**src/rtl/can_txs_pkg.sv**
```systemverilog
package can_txs_pkg;
    localparam int BASE_W = 11;
    localparam int EXT_W  = 18;
    localparam int DLC_W  = 4;
    localparam int DATA_W = 64;
    localparam int KEY_W  = BASE_W + EXT_W + 3;

    typedef struct packed {
        logic [BASE_W-1:0] base;
        logic [EXT_W-1:0]  ext;
        logic              ide;
        logic              rtr;
        logic [DLC_W-1:0]  dlc;
        logic [DATA_W-1:0] data;
    } mbox_t;

    typedef enum logic [1:0] {
        RES_OK  = 2'b00,
        RES_ARB = 2'b01,
        RES_ERR = 2'b10,
        RES_RSV = 2'b11
    } res_e;

    typedef enum logic [1:0] {
        ST_IDLE = 2'd0,
        ST_SEND = 2'd1,
        ST_WAIT = 2'd2
    } st_e;

    // Arbitration field in transmission order; lower value wins on the bus.
    function automatic logic [KEY_W-1:0] arb_key(input mbox_t m);
        if (m.ide)
            return {m.base, 1'b1, 1'b1, m.ext, m.rtr};
        else
            return {m.base, m.rtr, 1'b0, {EXT_W{1'b0}}, 1'b0};
    endfunction
endpackage

```
**src/rtl/can_txs_store.sv**
```systemverilog
module can_txs_store
    import can_txs_pkg::*;
#(
    parameter int NMB = 3,
    localparam int IDX_W = $clog2(NMB)
) (
    input  logic             clk,
    input  logic             rst_n,
    input  logic             ld_en,
    input  logic [IDX_W-1:0] ld_idx,
    input  mbox_t            ld_msg,
    input  logic             complete,
    input  logic [IDX_W-1:0] cur_idx,
    input  logic [1:0]       res_code,
    input  logic             no_retry,
    output mbox_t            mbs   [NMB],
    output logic [NMB-1:0]   pend,
    output logic [NMB-1:0]   done,
    output logic [NMB-1:0]   ok,
    output logic [IDX_W-1:0] rank  [NMB]
);
    logic             accept;
    logic             succ;
    logic             leave;
    logic [IDX_W:0]   cnt;
    logic [IDX_W-1:0] new_rank;

    always_comb begin
        accept = ld_en && (int'(ld_idx) < NMB) && !pend[ld_idx];
        succ   = (res_code == RES_OK);
        leave  = complete && (succ || no_retry);
        cnt    = '0;
        for (int i = 0; i < NMB; i++) cnt = cnt + {{IDX_W{1'b0}}, pend[i]};
        new_rank = IDX_W'(cnt - {{IDX_W{1'b0}}, leave});
    end

    always_ff @(posedge clk or negedge rst_n) begin
        if (!rst_n) begin
            pend <= '0;
            done <= '0;
            ok   <= '0;
            for (int i = 0; i < NMB; i++) begin
                mbs[i]  <= '0;
                rank[i] <= '0;
            end
        end else begin
            if (accept) begin
                mbs[ld_idx]  <= ld_msg;
                pend[ld_idx] <= 1'b1;
                done[ld_idx] <= 1'b0;
                ok[ld_idx]   <= 1'b0;
                rank[ld_idx] <= new_rank;
            end
            if (leave) begin
                pend[cur_idx] <= 1'b0;
                done[cur_idx] <= 1'b1;
                ok[cur_idx]   <= succ;
                for (int i = 0; i < NMB; i++)
                    if (pend[i] && rank[i] > rank[cur_idx])
                        rank[i] <= rank[i] - 1'b1;
            end
        end
    end

    assert_success_closes_R8: assert property (@(posedge clk) disable iff (!rst_n)
        complete && res_code == RES_OK |=>
        !pend[$past(cur_idx)] && done[$past(cur_idx)] && ok[$past(cur_idx)]);

    assert_retry_keeps_R9: assert property (@(posedge clk) disable iff (!rst_n)
        complete && res_code != RES_OK && !no_retry |=>
        pend[$past(cur_idx)] && !done[$past(cur_idx)]);

    assert_single_try_R10: assert property (@(posedge clk) disable iff (!rst_n)
        complete && res_code != RES_OK && no_retry |=>
        !pend[$past(cur_idx)] && done[$past(cur_idx)] && !ok[$past(cur_idx)]);

    assert_busy_load_ignored_R2: assert property (@(posedge clk) disable iff (!rst_n)
        ld_en && int'(ld_idx) < NMB && pend[ld_idx] |=>
        mbs[$past(ld_idx)] == $past(mbs[ld_idx]));
endmodule

```
**src/rtl/can_txs_pick.sv**
```systemverilog
module can_txs_pick
    import can_txs_pkg::*;
#(
    parameter int NMB = 3,
    localparam int IDX_W = $clog2(NMB)
) (
    input  mbox_t            mbs  [NMB],
    input  logic [NMB-1:0]   pend,
    input  logic [IDX_W-1:0] rank [NMB],
    input  logic             fifo_mode,
    output logic             any,
    output logic [IDX_W-1:0] idx
);
    logic [KEY_W-1:0] keys [NMB];

    for (genvar g = 0; g < NMB; g++) begin : g_key
        assign keys[g] = arb_key(mbs[g]);
    end

    logic [KEY_W-1:0] best_key;
    logic [IDX_W-1:0] best_rank;

    always_comb begin
        any       = 1'b0;
        idx       = '0;
        best_key  = '1;
        best_rank = '1;
        for (int i = 0; i < NMB; i++) begin
            if (pend[i]) begin
                // strict compare keeps the lower index on ties
                if (!any || (fifo_mode ? (rank[i] < best_rank) : (keys[i] < best_key))) begin
                    any       = 1'b1;
                    idx       = IDX_W'(i);
                    best_key  = keys[i];
                    best_rank = rank[i];
                end
            end
        end
    end
endmodule

```
**src/rtl/can_txs_fsm.sv**
```systemverilog
module can_txs_fsm
    import can_txs_pkg::*;
#(
    parameter int NMB = 3,
    localparam int IDX_W = $clog2(NMB)
) (
    input  logic             clk,
    input  logic             rst_n,
    input  logic             any_pend,
    input  logic [IDX_W-1:0] pick_idx,
    input  logic             tx_ready,
    input  logic             res_valid,
    output logic             tx_start,
    output logic             complete,
    output logic [IDX_W-1:0] cur_idx
);
    st_e              state, state_nx;
    logic [IDX_W-1:0] cur_q;

    always_comb begin
        state_nx = state;
        unique case (state)
            ST_IDLE: if (any_pend && tx_ready) state_nx = ST_SEND;
            ST_SEND: state_nx = ST_WAIT;
            ST_WAIT: if (res_valid) state_nx = ST_IDLE;
            default: state_nx = ST_IDLE;
        endcase
    end

    always_ff @(posedge clk or negedge rst_n) begin
        if (!rst_n) begin
            state <= ST_IDLE;
            cur_q <= '0;
        end else begin
            state <= state_nx;
            if (state == ST_IDLE && state_nx == ST_SEND) cur_q <= pick_idx;
        end
    end

    always_comb begin
        tx_start = 1'b0;
        complete = 1'b0;
        cur_idx  = cur_q;
        unique case (state)
            ST_IDLE: ;
            ST_SEND: tx_start = 1'b1;
            ST_WAIT: complete = res_valid;
            default: ;
        endcase
    end

    assert_start_pulse_R3: assert property (@(posedge clk) disable iff (!rst_n)
        tx_start |=> !tx_start);
endmodule

```
**src/rtl/can_tx_sched.sv**
```systemverilog
module can_tx_sched
    import can_txs_pkg::*;
#(
    parameter int NMB = 3,
    localparam int IDX_W = $clog2(NMB)
) (
    input  logic              clk,
    input  logic              rst_n,
    input  logic              ld_en,
    input  logic [IDX_W-1:0]  ld_idx,
    input  logic [BASE_W-1:0] ld_base,
    input  logic [EXT_W-1:0]  ld_ext,
    input  logic              ld_ide,
    input  logic              ld_rtr,
    input  logic [DLC_W-1:0]  ld_dlc,
    input  logic [DATA_W-1:0] ld_data,
    input  logic              fifo_mode,
    input  logic              no_retry,
    input  logic              tx_ready,
    output logic              tx_start,
    output logic [IDX_W-1:0]  tx_mbox,
    output logic [BASE_W-1:0] tx_base,
    output logic [EXT_W-1:0]  tx_ext,
    output logic              tx_ide,
    output logic              tx_rtr,
    output logic [DLC_W-1:0]  tx_dlc,
    output logic [DATA_W-1:0] tx_data,
    input  logic              res_valid,
    input  logic [1:0]        res_code,
    output logic [NMB-1:0]    mb_pend,
    output logic [NMB-1:0]    mb_done,
    output logic [NMB-1:0]    mb_ok
);
    mbox_t            ld_msg;
    mbox_t            mbs  [NMB];
    logic [IDX_W-1:0] rank [NMB];
    logic             any_pend;
    logic [IDX_W-1:0] pick_idx;
    logic             complete;
    logic [IDX_W-1:0] cur_idx;
    mbox_t            cur_msg;

    assign ld_msg = '{base: ld_base, ext: ld_ext, ide: ld_ide, rtr: ld_rtr,
                      dlc: ld_dlc, data: ld_data};

    can_txs_store #(.NMB(NMB)) u_store (
        .clk(clk), .rst_n(rst_n), .ld_en(ld_en), .ld_idx(ld_idx), .ld_msg(ld_msg),
        .complete(complete), .cur_idx(cur_idx), .res_code(res_code),
        .no_retry(no_retry), .mbs(mbs), .pend(mb_pend), .done(mb_done),
        .ok(mb_ok), .rank(rank)
    );

    can_txs_pick #(.NMB(NMB)) u_pick (
        .mbs(mbs), .pend(mb_pend), .rank(rank), .fifo_mode(fifo_mode),
        .any(any_pend), .idx(pick_idx)
    );

    can_txs_fsm #(.NMB(NMB)) u_fsm (
        .clk(clk), .rst_n(rst_n), .any_pend(any_pend), .pick_idx(pick_idx),
        .tx_ready(tx_ready), .res_valid(res_valid), .tx_start(tx_start),
        .complete(complete), .cur_idx(cur_idx)
    );

    assign cur_msg = mbs[cur_idx];
    assign tx_mbox = cur_idx;
    assign tx_base = cur_msg.base;
    assign tx_ext  = cur_msg.ext;
    assign tx_ide  = cur_msg.ide;
    assign tx_rtr  = cur_msg.rtr;
    assign tx_dlc  = cur_msg.dlc;
    assign tx_data = cur_msg.data;

    assert_start_needs_ready_R3: assert property (@(posedge clk) disable iff (!rst_n)
        tx_start |-> $past(tx_ready));

    assert_start_on_pending_R3: assert property (@(posedge clk) disable iff (!rst_n)
        tx_start |-> mb_pend[tx_mbox]);
endmodule

```
**config.mk**
```make
export PLATFORM = sky130hd
export DESIGN_NAME = can_tx_sched
export DESIGN_NICKNAME = d
export VERILOG_FILES = /design/src/rtl/can_txs_pkg.sv /design/src/rtl/can_txs_store.sv /design/src/rtl/can_txs_pick.sv /design/src/rtl/can_txs_fsm.sv /design/src/rtl/can_tx_sched.sv
export SDC_FILE = /design/constraint.sdc
export NUM_CORES = 1
export LEC_CHECK = 0
export ABC_AREA = 1
export BUFFER_PORTS_ARGS = -buffer_cell sky130_fd_sc_hd__clkbuf_2
export CORE_ASPECT_RATIO = 0.5
export CORE_UTILIZATION = 45
export DETAILED_ROUTE_END_ITERATION = 12
export PLACE_DENSITY = 0.64
export SLEW_MARGIN = 20
export SYNTH_ARGS = -nofsm -noshare
export SYNTH_HDL_FRONTEND = slang
export SYNTH_SLANG_ARGS = --single-unit
export TNS_END_PERCENT = 5
```
**constraint.sdc**
```tcl
create_clock -name clk -period 3.7 [get_ports clk]
set_input_delay 0.37 -clock clk [delete_from_list [all_inputs] [get_ports clk]]
set_output_delay 0.37 -clock clk [all_outputs]
set_load 0.05 [all_outputs]
```
==> results.cfg, run 1 <==
[critical_path]
cpPeakStageDelay_ns = 0.51
crit_arrival_ns = 4.37
cp-end-kind = flip-flop
critPathLaunchType = flip-flop
cp_common_cell = nand2_1
crit_type = flip-flop to flip-flop
critPathSlowestCell = dfrtp_4
worstPathRequired_ns = 4.17
path_max_fanout = 7

[detailed_routing]
via_per_inst = 5.00
drt_iter0_drc = 870
antenna_left = 0
drt_drc_violations_left = 0
drt-total-wl_um = 41600
wl_met3_um = 1570
wl_met2_um = 20000
wl_per_cell_um = 15.1
drt-met1-wl_um = 19100
route.vias.total = 13800
first_pass_iters = 5
maxUsedRoutingLayer = met4

[die]
die_area_mm2 = 0.0359
placementRows = 48
die_h_um = 135
die_width_um = 267
num_io_pins = 221
core_area_mm2 = 0.0345
start_util = 0.458

[logic_synthesis]
synth_nets = 2226
synthArstFlopShare = 1.00
synthTopCellsByArea = dfrtp_1 50%, nand2_1 18%, o21ai_0 9.7%
synth.largest_area_cell = dfrtp_1
yosysSeqAreaShare = 0.500
synth_edf_count = 0
synthDistinctLibCells = 31
synth_cells = 2044
syn-cell-area_mm2 = 0.0158
synth_warnings = 0
synth_ff_type = dfrtp_1
ys_seq_elements = 316
synth_area_per_cell_um2 = 7.73
yosysTopAreaCellShare = 0.500

[sta]
rsz0062_at_grt = true
finalMaxSlewViolations = 0
post-route-period-util = 1.06
layout_min_cycle_time_ns = 3.91
setup_tns_ns = -0.324
tightest_slew_ns = 1.02
skew_ns = 0.00661
max_freq_ghz = 0.256
maxSlewHeadroom = 0.321
hold_violations = 0
setup_slack_ns = -0.205
setup_viol_count_final = 2

[status]
outcome = finished, violations left
violations = setup timing

[clock_network]
cts-root-buf = clkbuf_16
cts.htree.levels = 1
clk_pin_slew_ns = 0.07
clock-sinks = 316
clk_latency_ns = 0.57
numCtsBuffers = 30
clockBufferDepth = 3
cts_tree = yes

[grt]
grt_max_degree = 102
antenna_found_initial = 2
grt_overflow = 0
grt_first_pass_wirelength_um = 67600
grtUsageTotal = 0.232
grt_pass1_vias = 13000

[place]
dpl_cell_area_mm2 = 0.0177
gp_congestion = 0.825
hpwl_um = 26800
place_ws_ns = -0.136
port_buffers = 220

[flow_run]
maxCapViolations = 0

[power]
leakage_nw = 10.3
p_per_area_mw_per_mm2 = 988
vdd_drop_max_uv = 484
power_w = 0.0190

[finish]
final_cell_area_mm2 = 0.0192
drive_above_1_share = 0.171
finalNetCount = 2434
final_common_cell = nand2_1
final_cell_mix = 737 x nand2_1, 315 x dfrtp_1, 303 x o21ai_0
area_delta_synth_final_pct = 21.6

[worst_hold_path]
worstHoldPathType = input pin to flip-flop
worst paths after layout:
| check | start | endpoint | slack, ns | depth (start not counted) |
|---|---|---|---|---|
| setup / recovery | u_store.pend[0]$_DFF_PN0_ | u_fsm.cur_idx[0]$_DFFE_PN0P_ | -0.21 | 31 |
| max in group asynchronous | rst_n | u_store.mbs[122]$_DFFE_PN0P_ | 2.48 | 3 |
| hold reg to reg | u_store.mbs[138]$_DFFE_PN0P_ | u_store.mbs[138]$_DFFE_PN0P_ | 0.48 | 2 |
| min in group asynchronous | rst_n | u_store.mbs[78]$_DFFE_PN0P_ | 0.33 | 2 |
| setup reg to reg | u_store.pend[0]$_DFF_PN0_ | u_fsm.cur_idx[0]$_DFFE_PN0P_ | -0.21 | 31 |
| hold / removal | ld_rtr | u_store.mbs[68]$_DFFE_PN0P_ | 0.02 | 3 |
final cells by class:
cell class,instances,area (um2)
flip-flops and latches,316,7910
well taps,475,594
inverters,200,774
diodes,2,5.00
fillers,3316,15300
clock buffers,41,882
clock inverters,14,219
multi-input cells,1416,6940
repair buffers,288,1900
synth_stat cells (2+ instances only):
library cell,number
a21o_1,2
buf_2,4
nand4_1,4
xor2_1,3
clkbuf_1,100
dfrtp_1,316
a21oi_1,54
ha_1,71
o221ai_1,2
o21a_1,2
nand3_1,110
o211ai_1,2
nand2_1,747
a211oi_1,5
o21ai_0,306
buf_1,8
o22ai_1,3
o21ai_1,44
a31oi_1,2
inv_1,191
nor2_1,46
nor3_1,5
inv_2,9
per-layer routing:
layer / GRT usage / up-vias
met5: 0 / -
met4: 0.0591 / 0
met3: 0.0290 / 54
met2: 0.392 / 247
met1: 0.319 / 6494
li1: - / 6964
sequential cells by signal, summed over array words and instances (netlist names):
signal,cells
u_store.done,3
u_store.ok,3
u_store.rank,6
u_fsm.cur_idx,2
u_store.mbs,297
u_store.pend,3
u_fsm.state,2
timing repair:
action / in CTS / in global routing
buffers inserted: 2 / 4
endpoints found under the hold margin: 54 / 0
endpoints found under the setup margin: 2 / 2
gates cloned: 1 / 3
hold buffers: 2 / 0
gates resized for setup: 18 / 37
pin swaps: 8 / 22
critical path, delay by kind of cell, from the launching register on:
family	cells	cell delay [ns]
simple gates	17	1.49
buf+inv	7	0.69
fa+ha+maj	2	0.44
flops	1	0.51
compound gates	5	0.65
stage by stage:
step | util | hold WS [ns] | cells
floorplan | - | 0.0744 | 2044
global placement | 0.514 | 0.341 | 2684
detailed placement | 0.514 | 0.342 | 2684
CTS | 0.549 | 0.00112 | 2744
global route | 0.557 | 0.0104 | 2752
finish | 0.557 | 0.0224 | 2752
where the power goes:
group / switching (W) / internal [W]
clock: 0.00139 / 0.00202
sequential: 0.000976 / 0.00477
combinational: 0.00667 / 0.00315
kinds of logic after synthesis:
logic type | share of synthesized area
xor gates and xnor gates | 0.00166
AOI/OAI and AO/OA | 0.138
and+or+nand+nor | 0.228
DFF | 0.500
adders and majority gates | 0.0575
buffers and inverters | 0.0744
Note: power is estimated with default switching activity, not from simulation.
==> run 2: changes to the inputs <==
--- a/config.mk
+++ b/config.mk
@@ -8,9 +8,9 @@
 export ABC_AREA = 1
 export BUFFER_PORTS_ARGS = -buffer_cell sky130_fd_sc_hd__clkbuf_2
 export CORE_ASPECT_RATIO = 0.5
-export CORE_UTILIZATION = 45
+export CORE_UTILIZATION = 50
 export DETAILED_ROUTE_END_ITERATION = 12
-export PLACE_DENSITY = 0.64
+export PLACE_DENSITY = 0.7
 export SLEW_MARGIN = 20
 export SYNTH_ARGS = -nofsm -noshare
 export SYNTH_HDL_FRONTEND = slang
==> results.cfg, run 2 (synthesized netlist as in run 1, its figures left out) <==
[finish]
finalNetCount = 2412
multiInputGateArea_mm2 = 0.00690
reg_top3 = u_store.mbs x297, u_store.rank x6
final_common_cell = nand2_1
final_cell_area_mm2 = 0.0188
ff_latch_area_mm2 = 0.00791
fill_cells = 2809
regMostFlops = u_store.mbs
drive_above_1_share = 0.160
area_delta_synth_final_pct = 19.1
largest_register_ffs = 297
final_cell_mix = 741 x nand2_1, 315 x dfrtp_1, 303 x o21ai_0

[critical_path]
rrSetupSlack_ns = -0.19
cp-end-kind = flip-flop
worstPathRequired_ns = 4.15
cp_common_cell = nand2_1
crit_arrival_ns = 4.35
crit_type = flip-flop to flip-flop
path_max_fanout = 10
cpPeakStageDelay_ns = 0.45
critPathSlowestCell = dfrtp_4
critPathLaunchType = flip-flop

[clock_network]
cts.htree.levels = 1
cts-root-buf = clkbuf_16
clk_pin_slew_ns = 0.06
numCtsBuffers = 28
clock-sinks = 316
cts_tree = yes
clockBufferDepth = 3
clk_latency_ns = 0.57

[power]
vdd_drop_max_uv = 577
leakage_nw = 10.1
p_per_area_mw_per_mm2 = 979

[place]
port_buffers = 220
dpl_cell_area_mm2 = 0.0175
hpwl_um = 26400
place_ws_ns = -0.122
gp_congestion = 0.884

[sta]
setup_slack_ns = -0.191
skew_ns = 0.00900
hold_violations = 0
layout_min_cycle_time_ns = 3.89
post-route-period-util = 1.05
finalMaxSlewViolations = 0
max_freq_ghz = 0.257
setup_tns_ns = -0.348
maxSlewHeadroom = 0.331
rsz0062_at_grt = true
setup_viol_count_final = 2
holdWs_ns = 0.0483
tightest_slew_ns = 1.00

[detailed_routing]
first_pass_iters = 5
drt_iter0_drc = 962
via_per_inst = 5.17
wl_per_cell_um = 15.2
antenna_left = 0
route.vias.total = 13800
drt_drc_violations_left = 0
drt-total-wl_um = 40700

[die]
num_io_pins = 221
core_area_mm2 = 0.0307
die_h_um = 128
placementRows = 45
die_width_um = 253
start_util = 0.515
die_area_mm2 = 0.0324

[grt]
grt_first_pass_wirelength_um = 66400
grt_pass1_vias = 13200
antenna_found_initial = 2
grt_overflow = 0
grt_max_degree = 111
grtUsageTotal = 0.253

[status]
outcome = finished, violations left
violations = setup timing

[flow_run]
maxCapViolations = 0

[worst_hold_path]
worstHoldPathType = input pin to flip-flop
run 2: critical path: cells and delay by family, from the launching register on:
kind | cells | cell delay [ns]
buffers and inverters | 5 | 0.52
DFF | 1 | 0.45
adders and majority gates | 2 | 0.53
and+or+nand+nor | 15 | 1.26
AOI/OAI and AO/OA | 8 | 1.01
run 2: path summary, 6_finish.rpt:
kind                                           endpoint  depth (start not counted)                      start
max reg2reg                u_fsm.cur_idx[0]$_DFFE_PN0P_                         30  u_store.pend[0]$_DFF_PN0_
min in group asynchronous   u_store.mbs[41]$_DFFE_PN0P_                          2                      rst_n
min                         u_store.mbs[68]$_DFFE_PN0P_                          3                     ld_rtr
min reg2reg                   u_store.done[1]$_DFF_PN0_                          2  u_store.done[1]$_DFF_PN0_
max                        u_fsm.cur_idx[0]$_DFFE_PN0P_                         30  u_store.pend[0]$_DFF_PN0_
max in group asynchronous     u_store.pend[0]$_DFF_PN0_                          3                      rst_n
run 2: final cells by class:
class / instances / area share
well taps: 423 / 0.0281
clock buffers: 36 / 0.0425
clock inverters: 13 / 0.0110
diodes: 1 / 0.000133
flip-flops and latches: 316 / 0.420
multi-input cells: 1416 / 0.367
repair buffers: 268 / 0.0904
inverters: 200 / 0.0411
run 2: per-stage QoR:
step	utilization	total power, W	instances
after global placement	0.571	0.0147	2614
after floorplan	-	0.0124	2044
after CTS	0.605	0.0182	2665
after detailed placement	0.571	0.0149	2614
final	0.614	0.0184	2673
after global routing	0.614	0.0198	2673
run 2: what timing repair did:
action                                  CTS  global route
endpoints found under the setup margin    2             2
hold buffers                              2             0
gates cloned                              0             3
buffers inserted                          0             4
gates resized for setup                   3            37
pin swaps                                 0            15
hold endpoints to repair                 96             0
run 2: routing by layer:
metal,vias up,global-route usage,part of all wire
li1,6924,-,-
met1,6526,0.345,0.46
met2,288,0.421,0.47
met3,80,0.0351,0.043
met4,2,0.0802,0.029
met5,-,0,0.00029
run 2: power breakdown:
part           internal, W  switching (W)
combinational      0.00289        0.00663
clock              0.00187        0.00132
sequential         0.00477       0.000967
total              0.00953        0.00892
==> run 3: changes to the inputs <==
--- a/config.mk
+++ b/config.mk
@@ -8,6 +8,7 @@
 export ABC_AREA = 1
 export BUFFER_PORTS_ARGS = -buffer_cell sky130_fd_sc_hd__clkbuf_2
 export CORE_ASPECT_RATIO = 0.5
+export CORE_MARGIN = 4
 export CORE_UTILIZATION = 50
 export DETAILED_ROUTE_END_ITERATION = 12
 export PLACE_DENSITY = 0.7
==> results.cfg, run 3 (synthesized netlist as in run 1, its figures left out) <==
[critical_path]
critPathSlowestCell = dfrtp_4
cp_common_cell = nand2_2
critPathLaunchType = flip-flop
crit_type = flip-flop to flip-flop
worstSetupStartpoint = u_store.pend[0]$_DFF_PN0_
cpPeakStageDelay_ns = 0.51
reg2regPathDepth = 30
critical_path.endpoint = u_fsm.cur_idx[0]$_DFFE_PN0P_
cp-end-kind = flip-flop
r2r_end = u_fsm.cur_idx[0]$_DFFE_PN0P_
regToRegStartpoint = u_store.pend[0]$_DFF_PN0_
path_max_fanout = 8
worstPathRequired_ns = 4.17
rrSetupSlack_ns = -0.15
crit_arrival_ns = 4.31

[finish]
finalNetCount = 2434
final_cell_area_mm2 = 0.0192
final_common_cell = nand2_1
area_delta_synth_final_pct = 21.3
regMostFlops = u_store.mbs
final_cell_mix = 731 x nand2_1, 315 x dfrtp_1, 300 x o21ai_0
largest_register_ffs = 297
utilization = 0.624
drive_above_1_share = 0.186
ff_latch_area_mm2 = 0.00791
fill_cells = 2798
multiInputGateArea_mm2 = 0.00715
reg_top3 = u_store.mbs x297, u_store.rank x6

[sta]
skew_ns = 0.0138
maxSlewHeadroom = 0.422
hold_violations = 0
rsz0062_at_grt = true
tightest_slew_ns = 0.867
setup_viol_count_final = 2
layout_min_cycle_time_ns = 3.85
finalMaxSlewViolations = 0
max_freq_ghz = 0.260
post-route-period-util = 1.04
setup_slack_ns = -0.147

[grt]
grtUsageTotal = 0.232
grt_max_degree = 101
antenna_found_initial = 1
grt_overflow = 0
grt_pass1_vias = 13200
grt_first_pass_wirelength_um = 66600

[detailed_routing]
via_per_inst = 5.13
drt_iter0_drc = 960
route.vias.total = 13800
drt_drc_violations_left = 0
drt-total-wl_um = 41200
wl_per_cell_um = 15.3
antenna_left = 0
first_pass_iters = 5

[die]
start_util = 0.514
die_width_um = 259
placementRows = 45
die_area_mm2 = 0.0347
die_h_um = 134
core_area_mm2 = 0.0307
num_io_pins = 221

[power]
switching_share = 0.483
p_per_area_mw_per_mm2 = 985
comb_power_share = 0.533
leakage_nw = 10.2
internal-power_w = 0.00976
net-switching-power_w = 0.00913
seqPwrFrac = 0.305
vdd_drop_max_uv = 592
clockPowerShare = 0.162

[clock_network]
clockBufferDepth = 3
clk_pin_slew_ns = 0.07
cts.htree.levels = 1
cts_tree = yes
numCtsBuffers = 29
clk_latency_ns = 0.58
cts-root-buf = clkbuf_16
clock-sinks = 316

[status]
outcome = finished, violations left
violations = setup timing

[worst_hold_path]
min-delay-start = ld_rtr
worstHoldPathType = input pin to flip-flop

[place]
place_ws_ns = -0.111
dpl_cell_area_mm2 = 0.0176
port_buffers = 220
gp_congestion = 0.866
hpwl_um = 27000

[flow_run]
maxCapViolations = 0
run 3: changes by cell type in the layout (fill, tap and decap cells not counted), moves of 3 or more:
cell,previous run,this run
o21ai_0,303,300
o21ai_2,1,6
nand2_2,4,14
nor2_1,42,32
ha_4,4,11
buf_4,27,48
ha_1,67,60
a21oi_2,7,19
clkbuf_1,1,8
nand2_1,741,731
clkbuf_8,7,4
nor2_2,2,9
a21oi_1,46,32
nor2_4,2,5
run 3: routing by layer:
| metal | track usage | share of wire | vias up |
|---|---|---|---|
| met5 | 0 | 0 | - |
| met4 | 0.0635 | 0.025 | 0 |
| met3 | 0.0317 | 0.036 | 70 |
| met2 | 0.398 | 0.49 | 249 |
| met1 | 0.313 | 0.45 | 6534 |
| li1 | - | - | 6971 |
run 3: timing repair:
action,CTS,global route
buffers inserted,0,10
hold buffers,2,0
resized for setup,16,84
gates cloned,2,2
endpoints found under the hold margin,97,0
pin swaps,0,39
endpoints found under the setup margin,2,2
run 3: cell type report:
class	count	area share
diodes	1	0.000130
clock buffers	41	0.0423
clock inverters	10	0.00744
inverters	200	0.0406
multi-input cells	1416	0.373
flip-flops and latches	316	0.413
well taps	423	0.0276
repair buffers	289	0.0964
run 3: worst min path at each step:
stage,endpoint,slack (ns),cells past startpoint
final,u_store.mbs[68]$_DFFE_PN0P_,0.02,3
after global routing,u_store.mbs[20]$_DFFE_PN0P_,0.06,3
after CTS,u_store.mbs[68]$_DFFE_PN0P_,0.004,3
after floorplan,u_fsm.cur_idx[0]$_DFFE_PN0P_,0.07,0
after global placement,u_store.mbs[239]$_DFFE_PN0P_,0.44,1
after detailed placement,u_store.mbs[41]$_DFFE_PN0P_,0.44,1
run 3: critical path, delay by kind of cell (launching register included):
kind            cells  cell delay (ns)
fa+ha+maj           2             0.62
flops               1             0.51
compound gates      8             0.82
simple gates       15             1.22
buf+inv             5             0.55
run 3: through the flow:
step | setup TNS [ns] | power (W) | hold WS (ns) | std cells
detailed placement | -0.152 | 0.0150 | 0.441 | 2628
global route | -0.736 | 0.0202 | 0.0578 | 2696
global placement | -0.0628 | 0.0149 | 0.444 | 2628
floorplan | 0 | 0.0124 | 0.0744 | 2044
finish | -0.240 | 0.0189 | 0.0245 | 2696
CTS | -0.0257 | 0.0183 | 0.00422 | 2683
run 3: power groups by stage:
stage                     Combinational, W  Clock (W)  Sequential [W]
after detailed placement           0.00927          0         0.00576
after global placement             0.00913          0         0.00573
after floorplan                    0.00673          0         0.00564
final                               0.0101    0.00306         0.00576
after global routing                0.0110    0.00328         0.00594
after CTS                          0.00946    0.00312         0.00572
